**src/rtl/io_window_pkg.sv**
```systemverilog
package io_window_pkg;

    localparam int BANK_W = 8;
    localparam int OFF_W  = 16;
    localparam int ADDR_W = BANK_W + OFF_W;
    localparam int SLOT_N = 4;

    // Page (offset bits 11:8) bounds of each slot range inside the window.
    function automatic int slot_first_page(input int idx);
        case (idx)
            0:       return 1;
            1:       return 3;
            2:       return 4;
            default: return 8;
        endcase
    endfunction

    function automatic int slot_last_page(input int idx);
        case (idx)
            0:       return 2;
            1:       return 3;
            2:       return 7;
            default: return 15;
        endcase
    endfunction

    typedef enum logic [1:0] {
        TGT_MISS = 2'd0,
        TGT_IO   = 2'd1,
        TGT_ROM  = 2'd2,
        TGT_RAM  = 2'd3
    } tgt_e;

    typedef struct packed {
        logic              vld;
        logic              hit;
        logic              io;
        logic              rom;
        logic [ADDR_W-1:0] addr;
        logic              wr_drop;
        logic              shadow_wr;
    } rsp_s;

endpackage

```
**src/rtl/io_window_range.sv**
```systemverilog
module io_window_range
    import io_window_pkg::*;
#(
    parameter int N_SLOT = SLOT_N
) (
    input  logic [OFF_W-1:0]  off,
    output logic              in_window,
    output logic              io_page,
    output logic [N_SLOT-1:0] slot_match
);
    localparam logic [3:0] WIN_NIBBLE = 4'hC;

    logic [3:0] page;

    always_comb begin
        page      = off[11:8];
        in_window = (off[15:12] == WIN_NIBBLE);
        io_page   = in_window && (page == 4'h0);
    end

    for (genvar g = 0; g < N_SLOT; g++) begin : g_slot
        localparam logic [3:0] LO = 4'(slot_first_page(g));
        localparam logic [3:0] HI = 4'(slot_last_page(g));
        assign slot_match[g] = in_window && (page >= LO) && (page <= HI);
    end

    always_comb begin
        if (in_window) begin
            a_one_range: assert ($onehot({io_page, slot_match}))
                else $error("window offset decodes to other than one range");
        end
    end
endmodule

```
**src/rtl/io_window_route.sv**
```systemverilog
module io_window_route
    import io_window_pkg::*;
#(
    parameter logic [BANK_W-1:0] ROM_TOP_BANK = 8'hFF,
    parameter logic [BANK_W-1:0] MAIN_BANK    = 8'h00,
    parameter logic [BANK_W-1:0] AUX_BANK     = 8'h01,
    parameter logic [BANK_W-1:0] LOW_BANK0    = 8'h00,
    parameter logic [BANK_W-1:0] LOW_BANK1    = 8'h01,
    parameter logic [BANK_W-1:0] HIGH_BANK0   = 8'hE0,
    parameter logic [BANK_W-1:0] HIGH_BANK1   = 8'hE1
) (
    input  logic [ADDR_W-1:0] addr,
    input  logic              wr,
    input  logic [SLOT_N-1:0] slot_en,
    input  logic              inhibit,
    input  logic              aux_rd,
    input  logic              aux_wr,
    output tgt_e              tgt,
    output logic [ADDR_W-1:0] phys
);
    logic [BANK_W-1:0] bank;
    logic [OFF_W-1:0]  off;
    logic              in_win, io_page;
    logic [SLOT_N-1:0] slot_match;
    logic              low_bank, high_bank, aux_sel, rom_on;

    assign bank = addr[ADDR_W-1:OFF_W];
    assign off  = addr[OFF_W-1:0];

    io_window_range #(.N_SLOT(SLOT_N)) u_range (
        .off        (off),
        .in_window  (in_win),
        .io_page    (io_page),
        .slot_match (slot_match)
    );

    always_comb begin
        low_bank  = (bank == LOW_BANK0) || (bank == LOW_BANK1);
        high_bank = (bank == HIGH_BANK0) || (bank == HIGH_BANK1);
        aux_sel   = wr ? aux_wr : aux_rd;
        rom_on    = |(slot_match & slot_en);
        tgt       = TGT_MISS;
        phys      = addr;
        if (!in_win || !(low_bank || high_bank)) begin
            tgt  = TGT_MISS;
            phys = addr;
        end else if (inhibit && low_bank) begin
            tgt = TGT_RAM;
            if (bank == LOW_BANK0)
                phys = {(aux_sel ? AUX_BANK : MAIN_BANK), off};
            else
                phys = {MAIN_BANK, off};
        end else if (io_page || !rom_on) begin
            tgt  = TGT_IO;
            phys = addr;
        end else begin
            tgt  = TGT_ROM;
            phys = {ROM_TOP_BANK, off};
        end
    end

    always_comb begin
        if (inhibit && low_bank && in_win) begin
            a_inhibit_ram_r4: assert (tgt == TGT_RAM)
                else $error("inhibited low bank not decoded as RAM");
        end
    end
endmodule

```
**src/rtl/io_window_dec.sv**
```systemverilog
module io_window_dec
    import io_window_pkg::*;
#(
    parameter logic [BANK_W-1:0] ROM_TOP_BANK = 8'hFF
) (
    input  logic              clk,
    input  logic              rst_n,
    input  logic              req_vld,
    input  logic              req_wr,
    input  logic [23:0]       req_addr,
    input  logic [3:0]        slot_rom_en,
    input  logic              io_inhibit,
    input  logic              aux_rd,
    input  logic              aux_wr,
    input  logic              shadow_req,
    output logic              rsp_vld,
    output logic              rsp_hit,
    output logic              rsp_io,
    output logic              rsp_rom,
    output logic [23:0]       rsp_addr,
    output logic              rsp_wr_drop,
    output logic              rsp_shadow_wr
);
    tgt_e              tgt;
    logic [ADDR_W-1:0] phys;
    rsp_s              rsp_d, rsp_q;

    io_window_route #(.ROM_TOP_BANK(ROM_TOP_BANK)) u_route (
        .addr    (req_addr),
        .wr      (req_wr),
        .slot_en (slot_rom_en),
        .inhibit (io_inhibit),
        .aux_rd  (aux_rd),
        .aux_wr  (aux_wr),
        .tgt     (tgt),
        .phys    (phys)
    );

    always_comb begin
        rsp_d           = '0;
        rsp_d.vld       = req_vld;
        rsp_d.hit       = (tgt != TGT_MISS);
        rsp_d.io        = (tgt == TGT_IO);
        rsp_d.rom       = (tgt == TGT_ROM);
        rsp_d.addr      = phys;
        rsp_d.wr_drop   = req_vld && req_wr && (tgt == TGT_ROM);
        rsp_d.shadow_wr = req_vld && req_wr && shadow_req
                          && (tgt != TGT_IO) && (tgt != TGT_ROM);
    end

    always_ff @(posedge clk) begin
        if (!rst_n) rsp_q <= '0;
        else        rsp_q <= rsp_d;
    end

    assign rsp_vld       = rsp_q.vld;
    assign rsp_hit       = rsp_q.hit;
    assign rsp_io        = rsp_q.io;
    assign rsp_rom       = rsp_q.rom;
    assign rsp_addr      = rsp_q.addr;
    assign rsp_wr_drop   = rsp_q.wr_drop;
    assign rsp_shadow_wr = rsp_q.shadow_wr;

    p_io_rom_excl_r3: assert property (@(posedge clk) disable iff (!rst_n)
        !(rsp_io && rsp_rom));
    p_miss_quiet_r8: assert property (@(posedge clk) disable iff (!rst_n)
        !rsp_hit |-> (!rsp_io && !rsp_rom));
    p_drop_only_rom_r9: assert property (@(posedge clk) disable iff (!rst_n)
        rsp_wr_drop |-> (rsp_rom && rsp_vld));
    p_shadow_not_io_r10: assert property (@(posedge clk) disable iff (!rst_n)
        rsp_shadow_wr |-> (!rsp_io && !rsp_rom));
    p_rsp_follows_r11: assert property (@(posedge clk) disable iff (!rst_n)
        req_vld |=> rsp_vld);
    p_rom_top_bank_r3: assert property (@(posedge clk) disable iff (!rst_n)
        rsp_rom |-> (rsp_addr[23:16] == ROM_TOP_BANK));
endmodule

```
**config.mk**
```make
export PLATFORM = sky130hd
export DESIGN_NAME = io_window_dec
export DESIGN_NICKNAME = d
export VERILOG_FILES = /design/src/rtl/io_window_pkg.sv /design/src/rtl/io_window_range.sv /design/src/rtl/io_window_route.sv /design/src/rtl/io_window_dec.sv
export SDC_FILE = /design/constraint.sdc
export NUM_CORES = 1
export LEC_CHECK = 0
export ABC_AREA = 1
export ABC_CLOCK_PERIOD_IN_PS = 1400
export BUFFER_PORTS_ARGS = -buffer_cell sky130_fd_sc_hd__buf_2
export CAP_MARGIN = 10
export CORE_AREA = 3 3 57 59
export DETAILED_ROUTE_END_ITERATION = 8
export DIE_AREA = 0 0 60 62
export PLACE_DENSITY = 0.79
export SYNTH_ARGS = -nofsm -noshare
export SYNTH_HDL_FRONTEND = slang
export SYNTH_SLANG_ARGS = --single-unit
```
**constraint.sdc**
```tcl
create_clock -name clk -period 1.4 [get_ports clk]
set_input_delay 0.21 -clock clk [delete_from_list [all_inputs] [get_ports clk]]
set_output_delay 0.21 -clock clk [all_outputs]
set_load 0.05 [all_outputs]
```
Word-level counts from Yosys, hierarchy flattened:

Index checks and enable logic that the tools add are counted.

* bits of input ports: 36
* logic and storage cells: 60
* register bits after elaboration: 30

* bitwise operators: 1
* multiplexer cells: 9
* reductions and logical operators: 27
* equal/unequal tests: 8
* order comparisons: 8

Operators by type and width (count)
* $mux W24: 4
* $eq A8 B8 Y1 const B: 2
* $logic_and A1 B1 Y1: 15
* $eq A8 B1 Y1 const B: 1
* $le A4 B2 Y1 const B: 2
* $logic_not A8 Y1: 1
* $mux W2: 3
* $logic_or A1 B1 Y1: 5
* $and A4 B4 Y4: 1
* $eq A4 B4 Y1 const B: 1
* $ge A4 B1 Y1 const B: 1
* $ge A4 B2 Y1 const B: 1
* $ge A4 B3 Y1 const B: 1
* $ge A4 B4 Y1 const B: 1
* $le A4 B3 Y1 const B: 1
* $le A4 B4 Y1 const B: 1
* $logic_not A4 Y1: 1
* $reduce_or A4 Y1: 1
* $logic_not A1 Y1: 3
* $eq A2 B1 Y1 const B: 1
* $eq A2 B2 Y1 const B: 1
* $mux W1: 2
* $ne A2 B1 Y1 const B: 1
* $ne A2 B2 Y1 const B: 1
* $reduce_bool A2 Y1: 1

Longest topological paths before layout:

Gate-level depths: netlist of the first run.

* word-level depth: 13
* depth in mapped cells: 10
* gate-level depth less buffers: 10

By module:

From an unflattened synthesis of the first run, not the netlist that was laid out.

* cell total of the unflattened synthesis: 190
* area, all modules: 1421.4 µm²

Modules (own cells, without submodules)
* io_window_dec: cells each 98, area each 892.1 µm², times used 1
* io_window_route: cells each 72, area each 450.4 µm², times used 1
* io_window_range: cells each 20, area each 78.8 µm², times used 1

Worst setup path before layout of the first run:

OpenSTA, ideal clock, no wires.

* path type: input port to flip-flop
* from: input req_addr[13]
* to: register rsp_q (netlist bit rsp_addr[16])
* arrival time: 946 ps
* library setup time: 115 ps
* cell stages on the path: 8
* data required time: 1285 ps
* buffers on the path: 0
* slack: 338 ps
* cell sequence: nor2_1 -> nand3_2 -> inv_1 -> nand4_2 -> nand2_4 -> o41ai_1 -> o21ai_0 -> inv_1

* word-level cells in the longest chain between the ends: 10

Ends and longest elaborated chain
* from (decl): line io_window_dec.sv:10 `input logic [23:0] req_addr,`
* $eq A4 B4 Y1 (*): line io_window_range.sv:17 `in_window = (off[15:12] == WIN_NIBBLE);`
* $logic_and A1 B1 Y1 (2 in a row): line io_window_range.sv:24 `assign slot_match[g] = in_window && (page >= LO) && (page <= HI);`
* $and A4 B4 Y4: line io_window_route.sv:41 `rom_on = |(slot_match & slot_en);`
* $reduce_or A4 Y1: line io_window_route.sv:41
* $logic_not A1 Y1: line io_window_route.sv:53 `end else if (io_page || !rom_on) begin`
* $logic_or A1 B1 Y1: line io_window_route.sv:53
* $mux W24: line io_window_route.sv:53
* $mux W24: line io_window_route.sv:47 `end else if (inhibit && low_bank) begin`
* $mux W24 (*): line io_window_route.sv:44 `if (!in_win || !(low_bank || high_bank)) begin`
* to (signal assigned): line io_window_dec.sv:53 `else rsp_q <= rsp_d;`
* to (decl): line io_window_dec.sv:26 `rsp_s rsp_d, rsp_q;`

Mark *: on every way between the ends. The rest lies on a longest branch, timed or not.
A chain may end at the register's enable or synchronous reset.

Worst setup path in the final report of the first run:

* from: register rsp_q (netlist bit rsp_addr[16])
* to: output rsp_addr[16]

RTL lines
* to (decl): line io_window_dec.sv:20 `output logic [23:0] rsp_addr,`

No word-level cell between the ends.

==> impl_metrics.env, run 1 <==
export IMPL_grt_use_total_pct=13.3
export IMPL_start_util_pct=39.8
export IMPL_dpl_hpwl_um=1890
export IMPL_grt_first_pass_wirelength_um=3440
export IMPL_cp_required_ps=1190
export IMPL_fin_util_pct=54.7
export IMPL_synth_distinct_cells=20
export IMPL_yosysTopAreaCell="dfxtp_1"
export IMPL_drt_iter0_markers=32
export IMPL_crit_slowest_cell="dfxtp_1"
export IMPL_synthFlopType="dfxtp_1"
export IMPL_io_buffers=65
export IMPL_n_antenna_cell=0
export IMPL_grt_overflow=0
export IMPL_maxCapViolCount=0
export IMPL_power_density_mw_per_mm2=1130
export IMPL_rows=19
export IMPL_place_ws_ps=106
export IMPL_p_leak_nw=0.941
export IMPL_critPathBufInv=1
export IMPL_final_nets=239
export IMPL_netlist_top_cells_count="inv_1 (34), dfxtp_1 (30), nand2_1 (26)"
export IMPL_postLayoutCellArea_sq_mm=0.00151
export IMPL_path_cells="buf_2"
export IMPL_min_from="req_addr[4]"
export IMPL_max_freq_mhz=894
export IMPL_cts_inserted_buffers=5
export IMPL_cts_num_sinks=30
export IMPL_hold_viol=0
export IMPL_cp_top_family="flip-flops"
export IMPL_syn2layout_area_growth_pct=37.5
export IMPL_final_layout_size_suffix_gt1_share_pct=40.6
export IMPL_worst_pin_slew_ps=234
export IMPL_htree_levels=2
export IMPL_antenna_left=0
export IMPL_place_congestion=0.752
export IMPL_whs_endpoint="rsp_addr[4]"
export IMPL_period_needed_ps=1120
export IMPL_min_path_type="in2reg"
export IMPL_syn_area_per_cell_sq_um=8.31
export IMPL_period_share_pct=79.9
export IMPL_critPathLaunchType="flop"
export IMPL_yosys_warnings=0
export IMPL_remaining_drc_errors=0
export IMPL_hold_depth=3
export IMPL_dieWidth_um=60
export IMPL_crit_type="reg2out"
export IMPL_grt_pass1_vias=854
export IMPL_firstDrtPassIters=4
export IMPL_core_sq_mm=0.00276
export IMPL_finalSetupViolations=0
export IMPL_async_flop_share_pct=0
export IMPL_syn_area_sq_mm=0.00110
export IMPL_synth_seq_cells=30
export IMPL_critPathArrivalTime_ps=910
export IMPL_ys_seq_area_share_pct=54.7
export IMPL_rsz0062_at_grt="no"
export IMPL_ioPinCount=66
export IMPL_yosysMostFrequentCell="inv_1"
export IMPL_crit_fanout=1
export IMPL_hold_worst_slack_ps=68.3
export IMPL_placed_cell_area_sq_mm=0.00146
export IMPL_die_area_sq_mm=0.00372
export IMPL_synth_area_leaders="dfxtp_1 (55%), inv_1 (12%), nand2_1 (8.9%), a21oi_1 (3.6%), nor2_1 (3.1%)"
export IMPL_grt_max_degree=19
export IMPL_synth_top_area_share_pct=54.7
export IMPL_syn_nets=168
export IMPL_antenna_found_initial=0
export IMPL_vdd_drop_max_mv=0.885
export IMPL_fin_ws_ps=282
export IMPL_routed_wl_um=2340
export IMPL_drv_slew=0
export IMPL_synth_edff_count=0
export IMPL_cts_root_buf="clkbuf_4"
export IMPL_cts_resized=0
export IMPL_viasPerCell=4.35
export IMPL_crit_path_max_incr_delay_ps=330
export IMPL_cts_tree="yes"
export IMPL_post_cts_setup_buffers=0
export IMPL_endpoint_kind="output pin"
export IMPL_clk_pin_slew_ps=80
export IMPL_syn_instance_count=132
export IMPL_cts_hold_fix_buffers=0
export IMPL_clockBufferDepth=2
export IMPL_timing_slew_headroom_pct=84.2
export IMPL_avgRoutedWirePerCell_um=10.0
export IMPL_via_count=1013
export IMPL_setup_tns_ps=0
export IMPL_die_h_um=62
export IMPL_status="completed"
worst max path at each step:
stage,cells past startpoint,slack [ps],start,endpoint
after floorplan,8,340,req_addr[13],rsp_addr[16]
after global routing,1,230,rsp_vld,rsp_vld
after detailed placement,9,110,req_addr[13],rsp_addr[16]
after global placement,9,140,req_addr[13],rsp_addr[16]
final,1,280,rsp_addr[16],rsp_addr[16]
after CTS,1,270,rsp_addr[16],rsp_addr[16]
cells in the final DEF (no fill, tap or decap):
cell / synthesis / routed
nand4_1: 2 / 2
buf_2: 0 / 65
o21ai_0: 1 / 1
buf_4: 1 / 1
nand3_2: 1 / 1
nor3_4: 1 / 1
inv_1: 34 / 34
nor2_1: 9 / 9
a21oi_4: 1 / 1
and3_1: 1 / 1
a21oi_1: 8 / 8
clkbuf_8: 0 / 1
nand4_2: 1 / 1
nand2_1: 26 / 26
nand2_2: 3 / 3
nand3_1: 6 / 6
nand2_4: 2 / 2
o41ai_1: 1 / 1
dfxtp_1: 30 / 30
nand3_4: 1 / 1
clkbuf_4: 0 / 5
nor3_1: 2 / 2
per-layer routing:
| metal | track usage (%) | wire, um | up-vias |
|---|---|---|---|
| met5 | 0 | 0 | - |
| met4 | 6.65 | 46 | 0 |
| met3 | 7.44 | 328 | 5 |
| met2 | 23.0 | 1090 | 53 |
| met1 | 12.8 | 872 | 420 |
| li1 | - | - | 535 |
logic make-up after synthesis:
group / synth area share, %
simple gates: 26.2
buf+inv: 12.7
flops: 54.7
compound gates: 6.39
where the power goes:
part / total (W) / internal (W) / switching (W)
Combinational: 0.000320 / 0.0000904 / 0.000230
Sequential: 0.000901 / 0.000892 / 0.00000883
Clock: 0.000478 / 0.000226 / 0.000252
sequential cells by signal, summed over array words and instances (netlist names):
signal	cells
rsp_rom	1
rsp_io	1
rsp_hit	1
rsp_addr	24
rsp_shadow_wr	1
rsp_wr_drop	1
rsp_vld	1
per-stage QoR:
step           std cells  total power [W]
4_1_cts              233          0.00173
3_5_place_dp         227          0.00124
3_3_place_gp         227          0.00124
2_1_floorplan        132          0.00113
6_report             233          0.00170
5_1_grt              233          0.00179
cell type report:
class                      instances  area (sq um)
fill                             265          1250
sequential                        30           601
multi-input combinational         66           358
timing repair buffer              66           333
inverter                          34           128
clock buffer                       6          51.3
tap                               31          38.8
Note: power is estimated with default switching activity, not from simulation.
==> inputs of run 2 (changes only) <==
--- a/config.mk
+++ b/config.mk
@@ -5,14 +5,14 @@
 export SDC_FILE = /design/constraint.sdc
 export NUM_CORES = 1
 export LEC_CHECK = 0
-export ABC_AREA = 1
-export ABC_CLOCK_PERIOD_IN_PS = 1400
+export ABC_AREA = 0
+export ABC_CLOCK_PERIOD_IN_PS = 980
 export BUFFER_PORTS_ARGS = -buffer_cell sky130_fd_sc_hd__buf_2
 export CAP_MARGIN = 10
 export CORE_AREA = 3 3 57 59
 export DETAILED_ROUTE_END_ITERATION = 8
 export DIE_AREA = 0 0 60 62
-export PLACE_DENSITY = 0.79
+export PLACE_DENSITY = 0.78
 export SYNTH_ARGS = -nofsm -noshare
 export SYNTH_HDL_FRONTEND = slang
 export SYNTH_SLANG_ARGS = --single-unit
==> constraint.sdc (replaced) <==
create_clock -name clk -period 0.98 [get_ports clk]
set_input_delay 0.147 -clock clk [delete_from_list [all_inputs] [get_ports clk]]
set_output_delay 0.147 -clock clk [all_outputs]
set_load 0.05 [all_outputs]
==> run 2 against run 1 <==
The flow now finishes with violations (setup timing). Wire length rose by 13%. Sequential share of layout area down 4.2 points. First-iteration DRC count is 47% lower. Utilization is 9.9 points higher. Synthesized cell count decreased by 34%. Sequential cell count unchanged. Cell count decreased by 15%. Clock power up 36%. Via count is 10% lower.
==> impl_metrics.env, run 2 <==
export IMPL_final_nets=202
export IMPL_htree_levels=2
export IMPL_viasPerCell=4.63
export IMPL_synthFlopType="dfxtp_1"
export IMPL_placed_cell_area_sq_mm=0.00141
export IMPL_cts_num_sinks=30
export IMPL_clockBufferDepth=2
export IMPL_synth_area_leaders="dfxtp_1 (61%), and2_1 (13%), o21a_1 (5.3%), and3_1 (2.5%), mux2i_1 (2.0%)"
export IMPL_rows=19
export IMPL_status="finished, violations left"
export IMPL_vdd_drop_max_mv=1.34
export IMPL_yosysTopAreaCell="dfxtp_1"
export IMPL_drv_slew=0
export IMPL_seq_power_share_pct=52.2
export IMPL_hold_worst_slack_ps=20.9
export IMPL_period_share_pct=103
export IMPL_syn_area_sq_um=987
export IMPL_syn_instance_count=87
export IMPL_io_buffers=65
export IMPL_ioPinCount=66
export IMPL_rsz0062_at_grt="yes"
export IMPL_ys_seq_area_share_pct=60.8
export IMPL_yosysMostFrequentCell="dfxtp_1"
export IMPL_fin_ws_ps=-26.5
export IMPL_crit_fanout=5
export IMPL_hold_viol=0
export IMPL_worst_pin_slew_ps=300
export IMPL_place_congestion=0.702
export IMPL_antenna_left=0
export IMPL_syn_area_per_cell_sq_um=11.3
export IMPL_finalSetupViolations=4
export IMPL_start_util_pct=35.8
export IMPL_pwr_share_clk_pct=25.8
export IMPL_hold_depth=2
export IMPL_critPathLaunchType="input port"
export IMPL_power_internal_w=0.00180
export IMPL_netlist_top_cells_count="dfxtp_1 (30), and2_1 (20), o21a_1 (7)"
export IMPL_yosys_warnings=0
export IMPL_period_needed_ps=1010
export IMPL_via_count=912
export IMPL_die_h_um=62
export IMPL_max_freq_mhz=994
export IMPL_async_flop_share_pct=0
export IMPL_swShare_pct=28.3
export IMPL_endpoint_kind="flop"
export IMPL_remaining_drc_errors=0
export IMPL_synth_edff_count=0
export IMPL_maxCapViolCount=0
export IMPL_mostFrequentLayoutCells="buf_2 (31), dfxtp_2 (28), buf_6 (23), and2_1 (19), buf_8 (12)"
export IMPL_final_layout_size_suffix_gt1_share_pct=71.7
export IMPL_cts_root_buf="clkbuf_4"
export IMPL_grt_pass1_vias=935
export IMPL_synth_top_area_share_pct=60.8
export IMPL_p_leak_nw=0.833
export IMPL_grt_use_total_pct=15.4
export IMPL_combPwrFrac_pct=22.0
export IMPL_largest_reg_flops=24
export IMPL_grt_overflow=0
export IMPL_cts_hold_fix_buffers=0
export IMPL_core_sq_mm=0.00276
export IMPL_avgRoutedWirePerCell_um=13.4
export IMPL_p_sw_w=0.000711
export IMPL_postLayoutCellArea_sq_mm=0.00178
export IMPL_power_density_mw_per_mm2=1410
export IMPL_min_path_type="in2reg"
export IMPL_synth_distinct_cells=26
export IMPL_syn_nets=123
export IMPL_timing_slew_headroom_pct=79.9
export IMPL_die_area_sq_mm=0.00372
export IMPL_firstDrtPassIters=4
export IMPL_critPathArrivalTime_ps=1270
export IMPL_cp_required_ps=1250
export IMPL_routed_wl_um=2630
export IMPL_grt_first_pass_wirelength_um=4060
export IMPL_cts_inserted_buffers=5
export IMPL_violations="setup timing"
export IMPL_crit_type="in2reg"
export IMPL_syn2layout_area_growth_pct=80.6
export IMPL_dpl_hpwl_um=1970
export IMPL_cts_tree="yes"
export IMPL_clk_pin_slew_ps=80
export IMPL_synth_seq_cells=30
export IMPL_drt_iter0_markers=17
export IMPL_grt_max_degree=12
export IMPL_layout_commonest_cell="buf_2"
export IMPL_dieWidth_um=60
export IMPL_n_antenna_cell=0
export IMPL_antenna_found_initial=0
run 2: cells by family (layout without fill, tap and decap cells):
group / Yosys count / in the layout / share of synthesized area, %
multiplexers: 2 / 2 / 2.03
AND/OR/NAND/NOR: 35 / 35 / 21.9
buffers and inverters: 5 / 84 / 2.79
AO/OA/AOI/OAI: 15 / 15 / 12.4
flip-flops: 30 / 30 / 60.8
run 2: what timing repair did:
action	CTS	global route
buffers inserted	0	0
cloned	1	0
endpoints found under the setup margin	40	40
gates resized for setup	70	42
pin swaps	5	7
run 2: final cells by class:
cell class	instances	area, sq um
Fill cell	229	975
Sequential cell	30	636
Multi-Input combinational cell	52	390
Tap cell	31	38.8
Inverter	1	3.75
Timing Repair Buffer	76	669
Clock buffer	7	45.0
run 2: worst max-delay path: stages:
cell and delay, ps:
buf_6 90, or3_4 370, a21oi_2 140, o2111a_1 230, buf_6 130, and3_4 160
run 2: routing by layer:
metal | vias up | wire [um] | global-route usage, %
met1 | 409 | 838 | 14.2
li1 | 454 | - | -
met2 | 43 | 1460 | 28.7
met3 | 6 | 293 | 8.06
met4 | 0 | 40 | 5.70
met5 | - | 0 | 0
run 2: path summary, 6_finish.rpt:
check	startpoint	to	slack [ps]
setup / recovery	req_addr[23]	rsp_wr_drop	-30
hold / removal	req_addr[4]	rsp_addr[4]	20
run 2: per-stage QoR:
step           TNS, ps  instances  setup WS (ps)  util [%]  total power, W
6_report         -66.0        197          -26.5      64.7         0.00252
5_1_grt           -629        197          -64.3      64.7         0.00265
4_1_cts           -107        197          -30.2      60.9         0.00251
3_5_place_dp     -4340        189           -402      51.3         0.00177
3_3_place_gp     -3900        189           -359      51.3         0.00176
2_1_floorplan    -1740         87           -192         -         0.00160
run 2: power groups by stage:
| stage | logic [W] | clock network (W) | registers [W] |
|---|---|---|---|
| floorplan | 0.0000818 | 0 | 0.00152 |
| global placement | 0.000444 | 0 | 0.00131 |
| detailed placement | 0.000453 | 0 | 0.00131 |
| CTS | 0.000526 | 0.000678 | 0.00130 |
| global route | 0.000586 | 0.000748 | 0.00132 |
| finish | 0.000553 | 0.000650 | 0.00131 |
